$ cat src/rtl/tex_pkg.sv
package tex_pkg;
    localparam int COORD_W = 10;
    localparam int TEXEL_W = 16;
    localparam int WGT_W   = 8;

    typedef enum logic [1:0] {
        BND_CLAMP  = 2'd0,
        BND_WRAP   = 2'd1,
        BND_MIRROR = 2'd2
    } bnd_mode_e;

    typedef enum logic [2:0] {
        ST_IDLE,
        ST_READ,
        ST_WAIT,
        ST_ROW,
        ST_COL
    } fsm_e;
endpackage

$ cat src/rtl/tex_bound.sv
module tex_bound #(
    parameter int LOG_N = 8,
    parameter int CW    = 10
) (
    input  logic signed [CW-1:0] coord,
    input  logic [1:0]           mode,
    output logic [7:0]           idx
);
    import tex_pkg::*;
    localparam int N = 1 << LOG_N;

    logic [LOG_N:0]   period;
    logic [LOG_N-1:0] folded;

    always_comb begin
        period = coord[LOG_N:0];
        folded = period[LOG_N] ? ~period[LOG_N-1:0] : period[LOG_N-1:0];
        idx    = '0;
        case (bnd_mode_e'(mode))
            BND_WRAP:   idx[LOG_N-1:0] = coord[LOG_N-1:0];
            BND_MIRROR: idx[LOG_N-1:0] = folded;
            default: begin
                if (coord[CW-1])
                    idx = '0;
                else if (coord[CW-2:0] >= (CW-1)'(N))
                    idx = 8'(N - 1);
                else
                    idx[LOG_N-1:0] = coord[LOG_N-1:0];
            end
        endcase
    end
endmodule

$ cat src/rtl/tex_morton.sv
module tex_morton #(
    parameter int IDX_W = 8
) (
    input  logic [IDX_W-1:0]   xi,
    input  logic [IDX_W-1:0]   yi,
    output logic [2*IDX_W-1:0] code
);
    for (genvar b = 0; b < IDX_W; b++) begin : g_bit
        assign code[2*b]   = xi[b];
        assign code[2*b+1] = yi[b];
    end
endmodule

$ cat src/rtl/tex_blend.sv
module tex_blend #(
    parameter int TW = 16,
    parameter int WW = 8
) (
    input  logic          clk,
    input  logic          en_row,
    input  logic          en_col,
    input  logic [TW-1:0] t00,
    input  logic [TW-1:0] t10,
    input  logic [TW-1:0] t01,
    input  logic [TW-1:0] t11,
    input  logic [WW-1:0] wx,
    input  logic [WW-1:0] wy,
    output logic [TW-1:0] result
);
    localparam int RW = TW + WW + 1;
    localparam int SW = TW + 2*WW + 1;
    localparam logic [WW:0] ONE = (WW+1)'(1) << WW;

    logic [RW-1:0] top_d, bot_d, top_q, bot_q;
    logic [SW-1:0] sum_d;

    always_comb begin
        top_d = RW'(t00) * RW'(ONE - {1'b0, wx}) + RW'(t10) * RW'(wx);
        bot_d = RW'(t01) * RW'(ONE - {1'b0, wx}) + RW'(t11) * RW'(wx);
        sum_d = SW'(top_q) * SW'(ONE - {1'b0, wy}) + SW'(bot_q) * SW'(wy);
    end

    always_ff @(posedge clk) begin
        if (en_row) begin
            top_q <= top_d;
            bot_q <= bot_d;
        end
        if (en_col)
            result <= sum_d[2*WW +: TW];
    end
endmodule

$ cat src/rtl/tex_filter_unit.sv
module tex_filter_unit #(
    parameter int LOG_W  = 8,
    parameter int LOG_H  = 8,
    parameter int ADDR_W = 16
) (
    input  logic              clk,
    input  logic              rst_n,
    input  logic              req_valid,
    output logic              req_ready,
    input  logic [15:0]       req_u,
    input  logic [15:0]       req_v,
    input  logic [1:0]        req_mode_x,
    input  logic [1:0]        req_mode_y,
    input  logic              req_bilinear,
    input  logic              req_wide,
    input  logic [ADDR_W-1:0] req_base,
    output logic              mem_rd_en,
    output logic [ADDR_W-1:0] mem_addr,
    input  logic [15:0]       mem_rd_data,
    output logic              res_valid,
    output logic [15:0]       res_data
);
    import tex_pkg::*;
    localparam int CW    = COORD_W;
    localparam int TAPS  = 4;
    localparam int TAP_W = $clog2(TAPS);

    fsm_e state, state_nx;

    logic signed [16:0]    su, sv;
    logic signed [CW-1:0]  xc [2];
    logic signed [CW-1:0]  yc [2];
    logic [7:0]            xi [2];
    logic [7:0]            yi [2];
    logic [15:0]           code [TAPS];
    logic [ADDR_W-1:0]     addr_d [TAPS];

    logic [ADDR_W-1:0]     addr_q [TAPS];
    logic [TEXEL_W-1:0]    taps_q [TAPS];
    logic [WGT_W-1:0]      wx_q, wy_q;
    logic                  wide_q, single_q;
    logic [TAP_W-1:0]      tap_cnt, rd_idx_q;
    logic                  rd_pend_q;
    logic [TAP_W-1:0]      last_tap;

    // Tap coordinates: bilinear uses floor(c - 0.5) and its neighbour.
    always_comb begin
        su    = $signed({1'b0, req_u}) - 17'sd128;
        sv    = $signed({1'b0, req_v}) - 17'sd128;
        xc[0] = req_bilinear ? {su[16], su[16:8]} : {2'b00, req_u[15:8]};
        yc[0] = req_bilinear ? {sv[16], sv[16:8]} : {2'b00, req_v[15:8]};
        xc[1] = xc[0] + 10'sd1;
        yc[1] = yc[0] + 10'sd1;
    end

    for (genvar a = 0; a < 2; a++) begin : g_axis
        tex_bound #(.LOG_N(LOG_W), .CW(CW)) u_bx (
            .coord(xc[a]), .mode(req_mode_x), .idx(xi[a]));
        tex_bound #(.LOG_N(LOG_H), .CW(CW)) u_by (
            .coord(yc[a]), .mode(req_mode_y), .idx(yi[a]));
    end

    for (genvar k = 0; k < TAPS; k++) begin : g_tap
        tex_morton #(.IDX_W(8)) u_mort (
            .xi(xi[k % 2]), .yi(yi[k / 2]), .code(code[k]));
        assign addr_d[k] = req_base + ADDR_W'(code[k]);
    end

    assign last_tap  = single_q ? '0 : TAP_W'(TAPS - 1);
    assign req_ready = (state == ST_IDLE);
    assign mem_rd_en = (state == ST_READ);
    assign mem_addr  = addr_q[tap_cnt];

    // State register
    always_ff @(posedge clk or negedge rst_n) begin
        if (!rst_n) state <= ST_IDLE;
        else        state <= state_nx;
    end

    always_comb begin
        state_nx = state;
        unique case (state)
            ST_IDLE: if (req_valid) state_nx = ST_READ;
            ST_READ: if (tap_cnt == last_tap) state_nx = ST_WAIT;
            ST_WAIT: state_nx = ST_ROW;
            ST_ROW:  state_nx = ST_COL;
            ST_COL:  state_nx = ST_IDLE;
            default: state_nx = ST_IDLE;
        endcase
    end

    // Outputs and datapath registers
    always_ff @(posedge clk or negedge rst_n) begin
        if (!rst_n) begin
            tap_cnt   <= '0;
            rd_idx_q  <= '0;
            rd_pend_q <= 1'b0;
            res_valid <= 1'b0;
            wx_q      <= '0;
            wy_q      <= '0;
            wide_q    <= 1'b0;
            single_q  <= 1'b0;
            for (int k = 0; k < TAPS; k++) begin
                addr_q[k] <= '0;
                taps_q[k] <= '0;
            end
        end else begin
            rd_pend_q <= mem_rd_en;
            rd_idx_q  <= tap_cnt;
            res_valid <= (state == ST_COL);
            if (state == ST_IDLE && req_valid) begin
                for (int k = 0; k < TAPS; k++) addr_q[k] <= addr_d[k];
                wx_q     <= req_bilinear ? su[7:0] : '0;
                wy_q     <= req_bilinear ? sv[7:0] : '0;
                wide_q   <= req_wide;
                single_q <= !req_bilinear;
                tap_cnt  <= '0;
            end else if (state == ST_READ && tap_cnt != last_tap) begin
                tap_cnt <= tap_cnt + 1'b1;
            end
            if (rd_pend_q)
                taps_q[rd_idx_q] <= wide_q ? mem_rd_data
                                           : {mem_rd_data[7:0], mem_rd_data[7:0]};
        end
    end

    tex_blend #(.TW(TEXEL_W), .WW(WGT_W)) u_blend (
        .clk    (clk),
        .en_row (state == ST_ROW),
        .en_col (state == ST_COL),
        .t00    (taps_q[0]),
        .t10    (taps_q[1]),
        .t01    (taps_q[2]),
        .t11    (taps_q[3]),
        .wx     (wx_q),
        .wy     (wy_q),
        .result (res_data)
    );
endmodule

$ cat config.mk
export PLATFORM = sky130hd
export DESIGN_NAME = tex_filter_unit
export DESIGN_NICKNAME = d
export VERILOG_FILES = /design/src/rtl/tex_pkg.sv /design/src/rtl/tex_bound.sv /design/src/rtl/tex_morton.sv /design/src/rtl/tex_blend.sv /design/src/rtl/tex_filter_unit.sv
export SDC_FILE = /design/constraint.sdc
export NUM_CORES = 2
export LEC_CHECK = 0
export BUFFER_PORTS_ARGS = -buffer_cell sky130_fd_sc_hd__buf_2
export CORE_ASPECT_RATIO = 1.25
export CORE_MARGIN = 4
export CORE_UTILIZATION = 65
export CTS_BUF_LIST = sky130_fd_sc_hd__clkbuf_8
export DETAILED_ROUTE_END_ITERATION = 6
export HOLD_SLACK_MARGIN = 0.02
export PLACE_DENSITY_LB_ADDON = 0.15
export SKIP_CTS_REPAIR_TIMING = 1
export SLEW_MARGIN = 30
export SYNTH_ARGS = -nofsm -noshare
export SYNTH_HDL_FRONTEND = slang
export SYNTH_SLANG_ARGS = --single-unit
$ cat constraint.sdc
create_clock -name clk -period 8.4 [get_ports clk]
set_input_delay 0 -clock clk [delete_from_list [all_inputs] [get_ports clk]]
set_output_delay 0 -clock clk [all_outputs]
set_load 0.05 [all_outputs]
==> flow_metrics.env <==
export IMPL_status="finished with violations"
export IMPL_violations="hold timing"
export IMPL_cts_tree="done"
export IMPL_rsz0062_at_grt="no"
export IMPL_final_cell_mix="inv_1, fa_1, nand2_1"
export IMPL_arrival_ns=8.30
export IMPL_synth_edf_count=66
export IMPL_holdCritPathClass="in -> reg"
export IMPL_clk_pin_slew_worst_paths_ns=0.07
export IMPL_endpoint_kind="flip-flop"
export IMPL_clock_fmax_mhz=126.4
export IMPL_antenna_found_initial=2
export IMPL_die_height_microns=299.6
export IMPL_pin_count=108
export IMPL_root_buffer="clkbuf_8"
export IMPL_fp_dieW_microns=241.3
export IMPL_port_buffers=107
export IMPL_ys_seq_area_share_pct=13.14
export IMPL_start_util_pct=65.88
export IMPL_wl_mm=105.1
export IMPL_drv_slew=0
export IMPL_crit_type="reg -> reg"
export IMPL_grt_first_pass_wirelength_mm=173.7
export IMPL_dp_worst_setup_slack_ns=0.2231
export IMPL_grt_overflow=0
export IMPL_drtIter0Drc=1635
export IMPL_worstSetupStartpoint="wx_q[3]"
export IMPL_syn_num_nets=6103
export IMPL_reg2reg_to="u_blend.bot_q[23]"
export IMPL_cp_endpoint="u_blend.bot_q[23]"
export IMPL_globalplace_congestion=0.9186
export IMPL_ys_dominant_reg_cell="dfrtp_1"
export IMPL_clock_skew_ns=0.05100
export IMPL_clk_path_buf_depth=3
export IMPL_worstSkewPairLatency_ns=0.67
export IMPL_r2r_start="wx_q[3]"
export IMPL_period_minus_slack_ns=7.910
export IMPL_setup_ws_ns=0.4897
export IMPL_ys_types=78
export IMPL_synthToLayoutAreaGrowth_pct=6.079
export IMPL_drt_first_pass_iters=7
export IMPL_wl_per_cell_microns=18.42
export IMPL_slew_headroom_pct=29.69
export IMPL_holdWs_ns=-0.03530
export IMPL_grt_pass1_vias=34170
export IMPL_startpoint_type="flip-flop"
export IMPL_async_flop_share_pct=69.86
export IMPL_ys_ff_latch=219
export IMPL_syn_inst=4769
export IMPL_cts_sinks=219
export IMPL_worst_pin_slew_ns=1.055
export IMPL_drive_gt1_share_pct=6.512
export IMPL_grt_usage_pct=30.13
export IMPL_setup_tns_ns=0
export IMPL_vias_per_cell=5.569
export IMPL_synth_avg_cell_area_sq_um=9.270
export IMPL_drc=0
export IMPL_htree_levels=2
export IMPL_rr_worst_depth=20
export IMPL_final_common_cell="inv_1"
export IMPL_finish_instance_area_sq_um=46900
export IMPL_vias=31760
export IMPL_cp_max_fo=8
export IMPL_grt_max_degree=92
export IMPL_coreArea_sq_um=67110
export IMPL_cp_data_required_time_ns=8.79
export IMPL_min_from="req_base[3]"
export IMPL_rows=106
export IMPL_drv_cap=0
export IMPL_ant_nets=0
export IMPL_setup_viol=0
export IMPL_die_area_sq_um=72280
export IMPL_hpwl_mm=86.71
export IMPL_cts_buffers_inserted=41
export IMPL_synth_area_sq_um=44210
export IMPL_ys_warn_count=0
export IMPL_report_final_hold_viol_count=4
export IMPL_post_route_period_util_pct=94.17
export IMPL_reg2reg_slack_ns=0.49
export IMPL_final_nets=6140
export IMPL_placed_area_sq_um=45510
[cell type report]
type	count	area (sq um)
clock inverter	28	244.0
antenna	1	2.502
clock buffer	46	633.1
fill	5341	20210
tap	864	1081
timing repair buffer	208	1428
sequential	219	5812
multi-input combinational	3323	33900
inverter	1013	3802
[synthesized netlist by cell type (9+ instances only)]
library cell	n	area, sq um
nor2b_1	18	112.6
buf_1	30	112.6
nand2_1	630	2365
nor2_1	72	270.3
nor4_1	9	56.30
fa_1	801	16040
a211oi_1	14	105.1
inv_1	1012	3799
nor3_1	29	145.1
ha_1	460	5756
a21oi_1	115	575.6
nand2b_1	10	62.56
edfxtp_1	66	1982
and3_1	12	75.07
dfrtp_1	153	3829
xnor2_1	107	937.2
o31ai_1	15	112.6
clkbuf_1	178	668.1
mux2_2	34	382.9
and2_1	538	3366
or3_1	9	56.30
mux2i_1	12	120.1
xor2_1	52	455.4
nand3_1	51	255.2
a21o_1	30	225.2
o21ai_0	137	685.7
mux4_2	15	337.8
o21bai_1	18	135.1
a31oi_1	15	93.84
[how the worst min path moves through the flow]
stage / cells after the start / endpoint / slack, ns
floorplan: 0 / addr_q[10] / -0.30
global placement: 1 / wy_q[5] / 0.12
detailed placement: 1 / wy_q[5] / 0.12
CTS: 1 / res_valid / -0.62
global route: 5 / addr_q[37] / 0.02
finish: 4 / addr_q[19] / -0.04
[state kept, by name (all words and copies together) (netlist names), 2 cells and up]
register and flops:
taps_q 64, addr_q 62, u_blend.bot_q 25, u_blend.top_q 25
u_blend.result 16, wx_q 8, wy_q 8, state 3
rd_idx_q 2, tap_cnt 2
[critical path: stages, from the launching register on]
cell	delay, ns
dfrtp_1	0.42
or4_1	0.64
nor4_1	0.37
xnor2_2	0.25
nand2_1	0.14
fa_1	0.57
fa_1	0.44
fa_1	0.58
fa_1	0.45
fa_1	0.51
fa_1	0.50
inv_1	0.06
fa_1	0.45
ha_1	0.25
o41ai_1	0.47
buf_4	0.21
o21ai_0	0.17
o41ai_1	0.44
o21ai_0	0.24
o41ai_1	0.35
xnor2_1	0.11
[through the flow]
stage               cells  util [%]
CTS                  5653     69.12
global placement     5578     67.80
finish               5702     69.88
floorplan            4769         -
global route         5702     69.88
detailed placement   5579     67.81
[cell families (layout without fill, tap and decap cells)]
group / after synthesis / in the layout / share of synthesized area (%)
and+or+nand+nor: 1420 / 1420 / 16.09
adders and majority gates: 1261 / 1261 / 49.29
buffers and inverters: 1227 / 1295 / 10.48
AOI/OAI and AO/OA: 421 / 421 / 5.912
DFF: 219 / 219 / 13.14
xor gates and xnor gates: 160 / 160 / 3.187
muxes: 61 / 61 / 1.902
other: 0 / 1 / 0
[per-layer routing]
| layer | part of all wire, % | wire length [microns] | track usage, % | up-vias |
|---|---|---|---|---|
| met2 | 53 | 55190 | 54.31 | 754 |
| li1 | - | - | - | 14610 |
| met3 | 4.3 | 4514 | 3.129 | 209 |
| met5 | 0.012 | 13 | 0 | - |
| met4 | 3.3 | 3483 | 8.993 | 2 |
| met1 | 40 | 41850 | 38.48 | 16190 |
Power is left out: the tool's default activity adds up to more than one toggle a clock period on the data nets, which glitch-free logic cannot reach.
